==> src/rtl/srts_pkg.sv <==
package srts_pkg;
  localparam int RTS_W = 4;
  localparam int SEQ_W = 3;

  typedef struct packed {
    logic svcTick;
    logic periodEnd;
    logic loadTx;
  } srtsStrobe_t;
endpackage

==> src/rtl/srts_ctrl.sv <==
module srts_ctrl
  import srts_pkg::*;
#(
  parameter int CHAN_W       = 8,
  parameter int BASE_WRAP    = 32,
  parameter int PERIOD_TICKS = 3008
) (
  input  logic              clk,
  input  logic              rst,
  input  logic              busTick,
  input  logic [1:0]        rateSel,
  input  logic [CHAN_W-1:0] chanCount,
  input  logic              cellReq,
  input  logic [SEQ_W-1:0]  seqCount,
  output srtsStrobe_t       strobe
);
  localparam int MAX_WRAP = BASE_WRAP * 4;
  localparam int ACC_W    = $clog2(MAX_WRAP + (1 << CHAN_W));
  localparam int PER_W    = $clog2(PERIOD_TICKS + 1);

  logic [ACC_W-1:0] acc;
  logic [ACC_W-1:0] accSum;
  logic [ACC_W-1:0] wrapVal;
  logic [1:0]       rateShift;
  logic [PER_W-1:0] perCnt;
  logic             crossing;
  logic             lastTick;

  always_comb begin
    rateShift = (rateSel == 2'd3) ? 2'd2 : rateSel;
    wrapVal   = ACC_W'(BASE_WRAP) << rateShift;
    accSum    = acc + ACC_W'(chanCount);
    crossing  = busTick && (accSum >= wrapVal);
    lastTick  = (perCnt == PER_W'(PERIOD_TICKS - 1));
    strobe.svcTick   = crossing;
    strobe.periodEnd = crossing && lastTick;
    strobe.loadTx    = cellReq && (seqCount == '0);
  end

  always_ff @(posedge clk) begin
    if (rst) begin
      acc    <= '0;
      perCnt <= '0;
    end else begin
      if (busTick) acc <= crossing ? accSum - wrapVal : accSum;
      if (crossing) perCnt <= lastTick ? '0 : perCnt + PER_W'(1);
    end
  end

  assert_acc_below_wrap_R1: assert property (@(posedge clk) disable iff (rst)
    acc < wrapVal);
  assert_acc_idle_R1: assert property (@(posedge clk) disable iff (rst)
    !busTick |=> $stable(acc));
  assert_period_bound_R2: assert property (@(posedge clk) disable iff (rst)
    perCnt < PER_W'(PERIOD_TICKS));
  assert_chan_range_R9: assert property (@(posedge clk) disable iff (rst)
    (chanCount != '0) && (ACC_W'(chanCount) <= wrapVal));
endmodule

==> src/rtl/srts_dp.sv <==
module srts_dp
  import srts_pkg::*;
(
  input  logic             clk,
  input  logic             rst,
  input  logic             netClkIn,
  input  srtsStrobe_t      strobe,
  input  logic             cellReq,
  input  logic [SEQ_W-1:0] seqCount,
  output logic             csiOut
);
  logic             syncA, syncB, syncPrev;
  logic             netRise;
  logic [RTS_W-1:0] edgeCnt;
  logic [RTS_W-1:0] heldRts;
  logic             heldValid;
  logic [RTS_W-1:0] txRts;
  logic             txValid;
  logic [1:0]       bitSel;

  assign netRise = syncB && !syncPrev;

  always_ff @(posedge clk) begin
    if (rst) begin
      syncA     <= 1'b0;
      syncB     <= 1'b0;
      syncPrev  <= 1'b0;
      edgeCnt   <= '0;
      heldRts   <= '0;
      heldValid <= 1'b0;
      txRts     <= '0;
      txValid   <= 1'b0;
    end else begin
      syncA    <= netClkIn;
      syncB    <= syncA;
      syncPrev <= syncB;
      if (netRise) edgeCnt <= edgeCnt + RTS_W'(1);
      if (strobe.periodEnd) begin
        heldRts   <= edgeCnt;
        heldValid <= 1'b1;
      end
      if (strobe.loadTx) begin
        txRts   <= heldRts;
        txValid <= heldValid;
      end
    end
  end

  always_comb begin
    bitSel = ~seqCount[2:1];
    csiOut = cellReq && seqCount[0] && txValid && txRts[bitSel];
  end

  assert_edge_step_R3: assert property (@(posedge clk) disable iff (rst)
    1'b1 |=> (edgeCnt == $past(edgeCnt)) || (edgeCnt == $past(edgeCnt) + RTS_W'(1)));
  assert_capture_hold_R4: assert property (@(posedge clk) disable iff (rst)
    !strobe.periodEnd |=> $stable(heldRts));
  assert_tx_hold_R7: assert property (@(posedge clk) disable iff (rst)
    !strobe.loadTx |=> $stable(txRts) && $stable(txValid));
  assert_even_zero_R6: assert property (@(posedge clk) disable iff (rst)
    (!cellReq || !seqCount[0]) |-> !csiOut);
  assert_quiet_start_R8: assert property (@(posedge clk) disable iff (rst)
    !txValid |-> !csiOut);
endmodule

==> src/rtl/srts_stamp_gen.sv <==
module srts_stamp_gen
  import srts_pkg::*;
#(
  parameter int CHAN_W       = 8,
  parameter int BASE_WRAP    = 32,
  parameter int PERIOD_TICKS = 3008
) (
  input  logic              clk,
  input  logic              rst,
  input  logic              busTick,
  input  logic [1:0]        rateSel,
  input  logic [CHAN_W-1:0] chanCount,
  input  logic              netClkIn,
  input  logic              cellReq,
  input  logic [2:0]        seqCount,
  output logic              csiOut
);
  srtsStrobe_t strobe;

  srts_ctrl #(
    .CHAN_W(CHAN_W), .BASE_WRAP(BASE_WRAP), .PERIOD_TICKS(PERIOD_TICKS)
  ) uCtrl (
    .clk(clk), .rst(rst), .busTick(busTick), .rateSel(rateSel),
    .chanCount(chanCount), .cellReq(cellReq), .seqCount(seqCount),
    .strobe(strobe)
  );

  srts_dp uDp (
    .clk(clk), .rst(rst), .netClkIn(netClkIn), .strobe(strobe),
    .cellReq(cellReq), .seqCount(seqCount), .csiOut(csiOut)
  );
endmodule

==> config.mk <==
export PLATFORM = sky130hd
export DESIGN_NAME = srts_stamp_gen
export DESIGN_NICKNAME = d
export VERILOG_FILES = /design/src/rtl/srts_pkg.sv /design/src/rtl/srts_ctrl.sv /design/src/rtl/srts_dp.sv /design/src/rtl/srts_stamp_gen.sv
export SDC_FILE = /design/constraint.sdc
export NUM_CORES = 1
export LEC_CHECK = 0
export BUFFER_PORTS_ARGS = -buffer_cell sky130_fd_sc_hd__buf_2
export CAP_MARGIN = 40
export CORE_UTILIZATION = 45
export DETAILED_ROUTE_END_ITERATION = 7
export GPL_TIMING_DRIVEN = 1
export PLACE_DENSITY = 0.6
export REMOVE_ABC_BUFFERS = 1
export SLEW_MARGIN = 30
export SYNTH_ARGS = -nofsm -noshare
export SYNTH_HDL_FRONTEND = slang
export SYNTH_HIERARCHICAL = 1
export SYNTH_SLANG_ARGS = --single-unit
==> constraint.sdc <==
create_clock -name clk -period 10.5 [get_ports clk]
set_input_delay 2.1 -clock clk [delete_from_list [all_inputs] [get_ports clk]]
set_output_delay 2.1 -clock clk [all_outputs]
set_load 0.02 [all_outputs]
==> metrics.md, run 1 <==
| Metric | Value |
|---|---|
| Crit-path max FO | 9 |
| Filler cells | 410 |
| Worst Setup Start Kind | input pin |
| CP endpoint kind | register |
| Remaining antenna violation count | 0 |
| CTS Root Buffer Type | clkbuf_8 |
| Final setup vio count | 0 |
| DR WL/cell | around 13 um |
| First-pass GRT wire length | roughly 6600 um |
| Synth warn | 6 |
| Final core occ | between 50% and 60% |
| Final-stage net count | between 200 and 300 |
| Initial Util | between 40% and 50% |
| Clk_skew | around 0.0045 ns |
| Worst-Skew Late Latency | roughly 0.29 ns |
| Core ar. | between 4000 and 5000 sq um |
| Clock transition at path regs | roughly 0.070 ns |
| MaxCap Viol Count | 0 |
| Cell family with most CP delay | compound AO/OA/AOI/OAI gates |
| Maximum clock path buffer count | 2 |
| Leakage power | between 0.9 and 1 nW |
| Netlist Area Pre-Place | just over 2000 sq um |
| CP max stage delay | 0.41 ns |
| Min-delay worst type | register to register |
| CP Buf/Inv Count | 1 |
| GP Congestion | 0.724 |
| Pins Over Slew Limit | 0 |
| H-tree depth | 2 |
| Pwr per Cell Area | 188 nW/um^2 |
| Mean Syn Cell Area | about 9.2 sq um |
| IO Port Bufs | 18 |
| Vias in the first global route | approximately 1,600 |
| Final WL | between 3000 and 4000 um |
| Die Wd | 69.7 um |
| Status | completed |
| Die ar. | between 4000 and 5000 sq um |
| Setup CP Type | input pin to register |
| Final HPWL DP | about 2700 um |
| Num rows | 24 |
| Initial antenna violation count | 0 |
| Final hold viol count | 0 |
| Max Freq | ~180 MHz |
| GR Util All Layers | between 10% and 20% |
| Area Growth Syn to Fin | 13.2% |
| CTS resizes | 0 |
| Cells after Synth | about 220 |
| Peak VDD IR | roughly 85 uV |
| Setup bufs post-CTS | 0 |
| Overflow after GRT | 0 |
| RSZ-0062 raised after global routing | false |
| Via count | 1,582 |
| Critical Path Slowest Stage Cell | a2111o_1 |
| Critical-path cell list | buf_2 > ha_1 > fa_1 > a21o_1 > a211o_1 > a2111o_1 > nand2_1 > xnor2_1 > ha_1 > nand2_1 > a21oi_2 > o21ai_1 > nor2_1 > mux2i_1 > nor2_1 |
| Max-slew headroom | about half |
| CTS tree | yes |
| Die H | approximately 70 um |
| Setup TNS | 0 ns |
| Inserted Diodes | 0 |
| Hold buffers post-CTS | 0 |
| Tightest Pin Transition | 0.717 ns |
| Total CTS buffers | 5 |
| Share of post-route cells with drive strength above 1 | 14.4% |
| I/O pins | 19 |
| Period minus WS final | around 5.4 ns |
| Drt pass-1 iters | 4 |
| Residual DRC count | 0 |
| Iter 0 DRT Violations | 45 |
| # clock sinks | 38 |
| Vias/cell | between 5 and 6 |
| Required time of the critical path | 10.66 ns |
| Largest net degree at the start of global routing | 35 |
| Worst EP arrival | ~5.6 ns |
| Tcrit/Tclk final | between 50% and 60% |
==> cell type report <==
class | count | area, sq um | share of cell area, %
clock buffer | 6 | 82.6 | 3.54
clock inverter | 2 | 60.1 | 2.58
inverter | 5 | 18.8 | 0.805
multi-input combinational | 173 | 1250 | 53.5
sequential | 38 | 761 | 32.6
tap | 52 | 65.1 | 2.79
timing repair buffer | 19 | 97.6 | 4.18
==> sequential cells by signal, indices dropped and copies added (netlist names) <==
| register | count |
|---|---|
| uDp/edgeCnt | 4 |
| uDp/syncA | 1 |
| uCtrl/perCnt | 12 |
| uDp/heldRts | 4 |
| uDp/syncB | 1 |
| uDp/txValid | 1 |
| uCtrl/acc | 9 |
| uDp/syncPrev | 1 |
| uDp/heldValid | 1 |
| uDp/txRts | 4 |
==> power breakdown <==
part	internal (mW)	leakage [nW]	total, mW	switching [mW]
logic	0.0564	0.601	0.125	0.0688
registers	0.154	0.309	0.160	0.00676
clock network	0.101	0.0714	0.153	0.0513
total	0.311	0.981	0.438	0.127
==> cell usage in the layout, fill, tap and decap left out, types with 2 or more instances in the layout <==
cell	count
dfxtp_1	38
nor2_1	32
buf_2	18
mux2i_1	15
ha_1	14
xor2_1	10
a21oi_1	9
nand2_1	9
xnor2_1	8
and3_1	7
clkbuf_8	6
nor2b_1	6
or3_1	5
o2111ai_1	5
inv_1	4
nand3_1	4
o21ai_1	4
and2_1	3
o21a_1	3
o21ai_0	3
o21bai_1	3
a211oi_1	3
bufinv_16	2
or2_2	2
a21o_1	2
==> layer usage <==
| metal | vias up | track usage (%) | routed length (um) |
|---|---|---|---|
| met5 | - | 0 | 0 |
| met4 | 0 | 7.33 | 52 |
| li1 | 831 | - | - |
| met1 | 720 | 20.7 | 1870 |
| met2 | 26 | 27.7 | 1700 |
| met3 | 5 | 3.20 | 113 |
==> final timing paths <==
kind                 from              to  slack [ns]  cells past startpoint
max reg2reg  uCtrl/acc[0]  uDp/heldRts[3]        6.69                     14
max          chanCount[0]  uDp/heldRts[3]        5.08                     15
min reg2reg     uDp/syncA       uDp/syncB        0.45                      1
min             uDp/syncA       uDp/syncB        0.45                      1
==> metrics by stage <==
step           std cells  total power, mW  area, sq um  setup slack (ns)  hold WS, ns
3_3_place_gp         287            0.286         2190              4.86        0.416
5_1_grt              295            0.464         2330              4.75        0.479
6_report             295            0.438         2330              5.08        0.454
2_1_floorplan        216            0.261         2030              5.26        0.414
3_5_place_dp         287            0.289         2190              4.80        0.426
4_1_cts              295            0.442         2330              5.09        0.444
(Power assumes the default switching activity.)
==> run 2, diff against run 1 <==
Settings changed: PLACE_DENSITY 0.6 to 0.63.
Clock period 10.5 ns to 4.85 ns, I/O delays scaled along.
==> run 2 against run 1 <==
- worst setup slack got worse by 4.4 ns
- clock skew up 0.0021 ns
- largest cell class unchanged
- cell area decreased by 1.6%
- via count up 0.13%
- critical path type unchanged
- wire length down 3.6%
- combinational power grew 120%
- die area unchanged
- largest power group unchanged
==> metrics.md, run 2 (synthesis results as in run 1) <==
| Metric | Value |
|---|---|
| Tcrit/Tclk final | 85.8% |
| Peak VDD IR | 213 uV (was 85.3 uV) |
| Max Freq | 240 MHz |
| Sequential share of power | 41.3% (was 36.6%) |
| Iter 0 DRT Violations | 51 (was 45) |
| Final WL | 3600 um (was 3730 um) |
| Largest registers | uCtrl/perCnt x12, uCtrl/acc x9 (unchanged) |
| Worst-Skew Late Latency | 0.28 ns (was 0.29 ns) |
| Min-delay worst type | register to register (unchanged) |
| Setup TNS | 0 ns (unchanged) |
| Worst EP arrival | 4.30 ns (was 5.58 ns) |
| Worst Hold Path EP | uDp/syncB (unchanged) |
| Hold path depth | 1 (unchanged) |
| Final-stage net count | 277 (was 275) |
| Residual DRC count | 0 (unchanged) |
| Switch Pwr | 266 uW (was 127 uW) |
| Area Growth Syn to Fin | 11.4% (was 13.2%) |
| Via count | 1,584 (was 1,582) |
| Largest net degree at the start of global routing | 35 (unchanged) |
| Tightest Pin Transition | 0.619 ns (was 0.717 ns) |
| CP endpoint kind | register (unchanged) |
| Hold buffers post-CTS | 0 (unchanged) |
| Biggest register | uCtrl/perCnt (unchanged) |
| Pwr Total | 839 uW (was 438 uW) |
| IO Port Bufs | 18 (unchanged) |
| Clock transition at path regs | 0.07 ns (about the same) |
| RSZ-0062 raised after global routing | false (unchanged) |
| Overflow after GRT | 0 (unchanged) |
| Most frequent cells in the layout | dfxtp_1, nor2_1, buf_2, mux2i_1, ha_1 (unchanged) |
| Crit-path max FO | 6 (was 9) |
| Commonest non-fill, non-tap cell in the layout | dfxtp_1 (unchanged) |
| Final HPWL DP | 2610 um (was 2650 um) |
| Maximum clock path buffer count | 2 (unchanged) |
| H-tree depth | 2 (unchanged) |
| Pwr per Cell Area | 365 nW/um^2 (was 188 nW/um^2) |
| GR Util All Layers | 16.5% (was 16.6%) |
| CTS tree | yes (unchanged) |
| Final hold viol count | 0 (unchanged) |
| Num rows | 24 (unchanged) |
| Die Wd | 69.7 um (unchanged) |
| Period minus WS final | around 4.2 ns |
| Switching share of power | 31.7% (was 29.0%) |
| Core ar. | 4380 sq um (unchanged) |
| Die ar. | 4850 sq um (unchanged) |
| Required time of the critical path | 5.00 ns (was 10.66 ns) |
| Remaining antenna violation count | 0 (unchanged) |
| Pins Over Slew Limit | 0 (unchanged) |
| Worst Setup Start Kind | input pin (unchanged) |
| CTS resizes | 0 (unchanged) |
| Drt pass-1 iters | 4 (unchanged) |
| GP Congestion | 0.730 (was 0.724) |
| Hold path startpoint | uDp/syncA (unchanged) |
| Leakage power | 0.968 nW (was 0.981 nW) |
| Share of post-route cells with drive strength above 1 | 14.7% (was 14.4%) |
| Initial Util | 47.0% (unchanged) |
| Inserted Diodes | 0 (unchanged) |
| Vias/cell | 5.33 (was 5.36) |
| Number of flip-flops under the largest register name | 12 (unchanged) |
| I/O pins | 19 (unchanged) |
| Max-slew headroom | 58.8% (was 51.5%) |
| Clock share of power | 26.2% (was 34.8%) |
| P_int | 573 uW (was 311 uW) |
| Total CTS buffers | 5 (unchanged) |
| # clock sinks | 38 (unchanged) |
| Status | completed (unchanged) |
| Combinational power share | 32.5% (was 28.6%) |
| Clk_skew | 0.00655 ns (was 0.00447 ns) |
| Final setup vio count | 0 (unchanged) |
| MaxCap Viol Count | 0 (unchanged) |
| Setup CP Type | input pin to register (unchanged) |
| CTS Root Buffer Type | clkbuf_8 (unchanged) |
| DR WL/cell | 12.1 um (was 12.7 um) |
| First-pass GRT wire length | 6550 um (was 6570 um) |
| Reg2Reg Setup Slack | 1.17 ns (was 6.69 ns) |
| Path depth of the worst reg2reg path | 14 (unchanged) |
| Critical path origin | chanCount[0] (unchanged) |
| Setup bufs post-CTS | 0 (unchanged) |
| Initial antenna violation count | 0 (unchanged) |
| Die H | 69.7 um (unchanged) |
| RR Startpoint | uCtrl/acc[0] (unchanged) |
| Reg2Reg Capture Point | uDp/heldRts[1] (was uDp/heldRts[3]) |
| Vias in the first global route | 1,533 (was 1,594) |
run 2: changes by cell type in the layout (fill, tap and decap cells not counted), sizes merged:
| cell | previous run | this run |
|---|---|---|
| buf | 19 | 21 |
| bufinv | 2 | 0 |
| clkbuf | 6 | 7 |
| clkinv | 0 | 1 |
run 2: how the worst max path moves through the flow:
stage	end	slack [ns]	cells past startpoint
after floorplan	uDp/heldRts[0]	0.74	14
after global placement	uDp/heldRts[2]	0.48	15
after detailed placement	uDp/heldRts[0]	0.41	15
after CTS	uDp/heldRts[1]	0.69	15
after global routing	uDp/heldRts[0]	0.42	15
final	uDp/heldRts[1]	0.69	15
run 2: per-stage QoR:
stage               cell area (sq um)  instances  utilization, %  setup slack, ns  hold WS [ns]
finish                           2300        297            52.4            0.691         0.439
global route                     2300        297            52.4            0.416         0.463
CTS                              2300        297            52.4            0.685         0.442
detailed placement               2200        289            50.3            0.413         0.425
global placement                 2200        289            50.3            0.479         0.425
floorplan                        2030        216               -            0.744         0.414
run 2: worst max-delay path, cell delays in order:
cell	delay, ns
buf_2	0.10
ha_1	0.21
fa_1	0.41
a21o_1	0.20
a211o_1	0.31
a2111o_1	0.40
nand2_1	0.09
xnor2_1	0.07
ha_1	0.31
nand2_1	0.07
a21oi_2	0.26
o21ai_1	0.18
nor2_1	0.42
mux2i_1	0.24
nor2_1	0.05
run 2: power groups by stage:
| stage | combinational (mW) | sequential (mW) | clock [mW] |
|---|---|---|---|
| 6_report | 0.273 | 0.347 | 0.220 |
| 3_5_place_dp | 0.272 | 0.354 | 0 |
| 5_1_grt | 0.313 | 0.350 | 0.243 |
| 3_3_place_gp | 0.271 | 0.354 | 0 |
| 2_1_floorplan | 0.215 | 0.351 | 0 |
| 4_1_cts | 0.274 | 0.347 | 0.229 |
run 2: cell type report:
| type | instances | area, sq um |
|---|---|---|
| clock buffer | 7 | 86.3 |
| clock inverter | 1 | 5.00 |
| fill | 422 | 2090 |
| inverter | 5 | 18.8 |
| multi-input combinational | 173 | 1250 |
| sequential | 38 | 761 |
| tap | 52 | 65.1 |
| timing repair buffer | 21 | 113 |
run 2: routing by layer:
| layer | vias up | GRT usage (%) | share of wire [%] |
|---|---|---|---|
| met5 | - | 0 | 0 |
| met4 | 0 | 4.67 | 1.0 |
| met3 | 5 | 4.07 | 3.3 |
| met2 | 26 | 27.3 | 43 |
| met1 | 718 | 21.4 | 53 |
| li1 | 835 | - | - |
==> run 3, diff against run 2 <==
Settings changed: BUFFER_PORTS_ARGS -buffer_cell sky130_fd_sc_hd__buf_2 to unset, CORE_UTILIZATION 45 to 56, DONT_BUFFER_PORTS set to 1, PLACE_DENSITY 0.63 to 0.71.
==> run 3 against run 2 <==
- sequential share of layout area grew 1.7 points
- wire length up 3.3%
- total power decreased by 1.4%
- critical path type unchanged
- flip-flop and latch count is the same
- largest cell class unchanged
- die area decreased by 19%
- critical endpoint is now uDp/heldRts[0]
==> metrics.md, run 3 (synthesis results as in run 1) <==
| Metric | Value |
|---|---|
| Largest net degree at the start of global routing | 35 (unchanged) |
| GR Util All Layers | 21.4% (was 16.5%) |
| Drt pass-1 iters | 4 (unchanged) |
| Final hold viol count | 0 (unchanged) |
| Via count | 1,557 (was 1,584) |
| Iter 0 DRT Violations | 61 (was 51) |
| P_int | 564 uW (was 573 uW) |
| Inserted Diodes | 0 (unchanged) |
| Tightest Pin Transition | 0.694 ns (was 0.619 ns) |
| Period minus WS final | 4.17 ns (was 4.16 ns) |
| Remaining antenna violation count | 0 (unchanged) |
| Final Cell Area | 2190 sq um (was 2300 sq um) |
| Clock share of power | 26.7% (was 26.2%) |
| Final WL | 3720 um (was 3600 um) |
| Setup bufs post-CTS | 0 (unchanged) |
| First-pass GRT wire length | 6670 um (was 6550 um) |
| Placed cell areas | 2090 sq um (was 2200 sq um) |
| Final setup vio count | 0 (unchanged) |
| Initial antenna violation count | 0 (unchanged) |
| MaxCap Viol Count | 0 (unchanged) |
| GP Congestion | 0.789 (was 0.730) |
| # clock sinks | 38 (unchanged) |
| Clk_skew | 0.00421 ns (was 0.00655 ns) |
| Sequential share of power | 42.0% (was 41.3%) |
| Worst Setup Start Kind | input pin (unchanged) |
| Peak VDD IR | 246 uV (was 213 uV) |
| Area Growth Syn to Fin | 6.07% (was 11.4%) |
| Initial Util | 59.9% (was 47.0%) |
| Combinational power share | 31.3% (was 32.5%) |
| Pins Over Slew Limit | 0 (unchanged) |
| Largest registers | uCtrl/perCnt x12, uCtrl/acc x9 (unchanged) |
| Die ar. | 3930 sq um (was 4850 sq um) |
| Final-stage net count | 256 (was 277) |
| Leakage power | 0.881 nW (was 0.968 nW) |
| Commonest non-fill, non-tap cell in the layout | dfxtp_1 (unchanged) |
| Worst EP arrival | 4.34 ns (was 4.30 ns) |
| Pwr Total | 828 uW (was 839 uW) |
| DR WL/cell | 13.8 um (was 12.1 um) |
| Maximum clock path buffer count | 2 (unchanged) |
| Core ar. | 3440 sq um (was 4380 sq um) |
| Final HPWL DP | 2740 um (was 2610 um) |
| Switch Pwr | 263 uW (was 266 uW) |
| Overflow after GRT | 0 (unchanged) |
| H-tree depth | 2 (unchanged) |
| Residual DRC count | 0 (unchanged) |
| Crit-path max FO | 9 (was 6) |
| Status | completed (unchanged) |
| Setup CP Type | input pin to register (unchanged) |
| Vias in the first global route | 1,573 (was 1,533) |
| CTS Root Buffer Type | clkbuf_8 (unchanged) |
| Required time of the critical path | 5.03 ns (was 5.00 ns) |
| CTS resizes | 0 (unchanged) |
| RSZ-0062 raised after global routing | false (unchanged) |
| Number of flip-flops under the largest register name | 12 (unchanged) |
| Final core occ | 63.5% (was 52.4%) |
| Max-slew headroom | 53.6% (was 58.8%) |
| Num rows | 21 (was 24) |
| Die Wd | 62.7 um (was 69.7 um) |
| Switching share of power | 31.8% (was 31.7%) |
| Min-delay worst type | register to register (unchanged) |
| Hold buffers post-CTS | 0 (unchanged) |
| CTS tree | yes (unchanged) |
| IO Port Bufs | 0 (was 18) |
| Max Freq | 240 MHz (about the same) |
| CP endpoint kind | register (unchanged) |
| I/O pins | 19 (unchanged) |
| Most frequent cells in the layout | dfxtp_1, nor2_1, mux2i_1, ha_1, xor2_1 (was dfxtp_1, nor2_1, buf_2, mux2i_1, ha_1) |
| Share of post-route cells with drive strength above 1 | 7.59% (was 14.7%) |
| Clock transition at path regs | 0.07 ns (about the same) |
| Worst-Skew Late Latency | 0.28 ns (about the same) |
| Vias/cell | 5.77 (was 5.33) |
| Biggest register | uCtrl/perCnt (unchanged) |
| Setup TNS | 0 ns (unchanged) |
| Tcrit/Tclk final | 85.9% (was 85.8%) |
| Die H | 62.7 um (was 69.7 um) |
| Hold Slack | 0.448 ns (was 0.439 ns) |
| Pwr per Cell Area | 379 nW/um^2 (was 365 nW/um^2) |
| Total CTS buffers | 5 (unchanged) |
[run 3: changes by cell type in the layout (fill, tap and decap cells not counted), sizes merged]
cell / change
buf: -21
clkbuf: -1
clkinvlp: +1
[run 3: power by group through the flow]
stage	registers, mW	clock network (mW)	logic, mW
after global placement	0.354	0	0.247
after global routing	0.352	0.241	0.291
after CTS	0.348	0.228	0.258
after detailed placement	0.355	0	0.256
after floorplan	0.351	0	0.215
final	0.348	0.221	0.259
[run 3: area by class of cell]
type | count | area, sq um
Multi-Input combinational cell | 173 | 1250
Clock inverter | 2 | 12.5
Sequential cell | 38 | 761
Tap cell | 46 | 57.6
Clock buffer | 6 | 82.6
Inverter | 5 | 18.8
Fill cell | 304 | 1260
[run 3: stage by stage]
stage	worst slack (ns)	cells
global route	0.454	270
global placement	0.562	262
floorplan	0.744	216
CTS	0.715	270
finish	0.684	270
detailed placement	0.421	262
[run 3: routing by layer]
metal	vias up	global-route usage [%]	part of all wire, %
li1	795	-	-
met2	33	38.2	52
met3	4	6.39	4.8
met5	-	0	0
met1	725	23.8	42
met4	0	7.56	0.70
[run 3: critical path, cell delays in order]
cell and delay, ns:
ha_1 0.20, fa_1 0.40, a21o_1 0.18, a211o_1 0.31, a2111o_1 0.41, nand2_1 0.10
xnor2_1 0.07, ha_1 0.32, nand2_1 0.08, a21oi_2 0.37, o21ai_1 0.22, nor2_1 0.40
mux2i_1 0.27, nor2_1 0.05
[run 3: worst paths after layout]
path	endpoint	slack, ns	from	cells past startpoint
setup / recovery	uDp/heldRts[0]	0.68	chanCount[0]	14
hold / removal	uDp/syncB	0.45	uDp/syncA	1
setup reg to reg	uDp/heldRts[0]	1.06	uCtrl/acc[0]	14
hold reg to reg	uDp/syncB	0.45	uDp/syncA	1
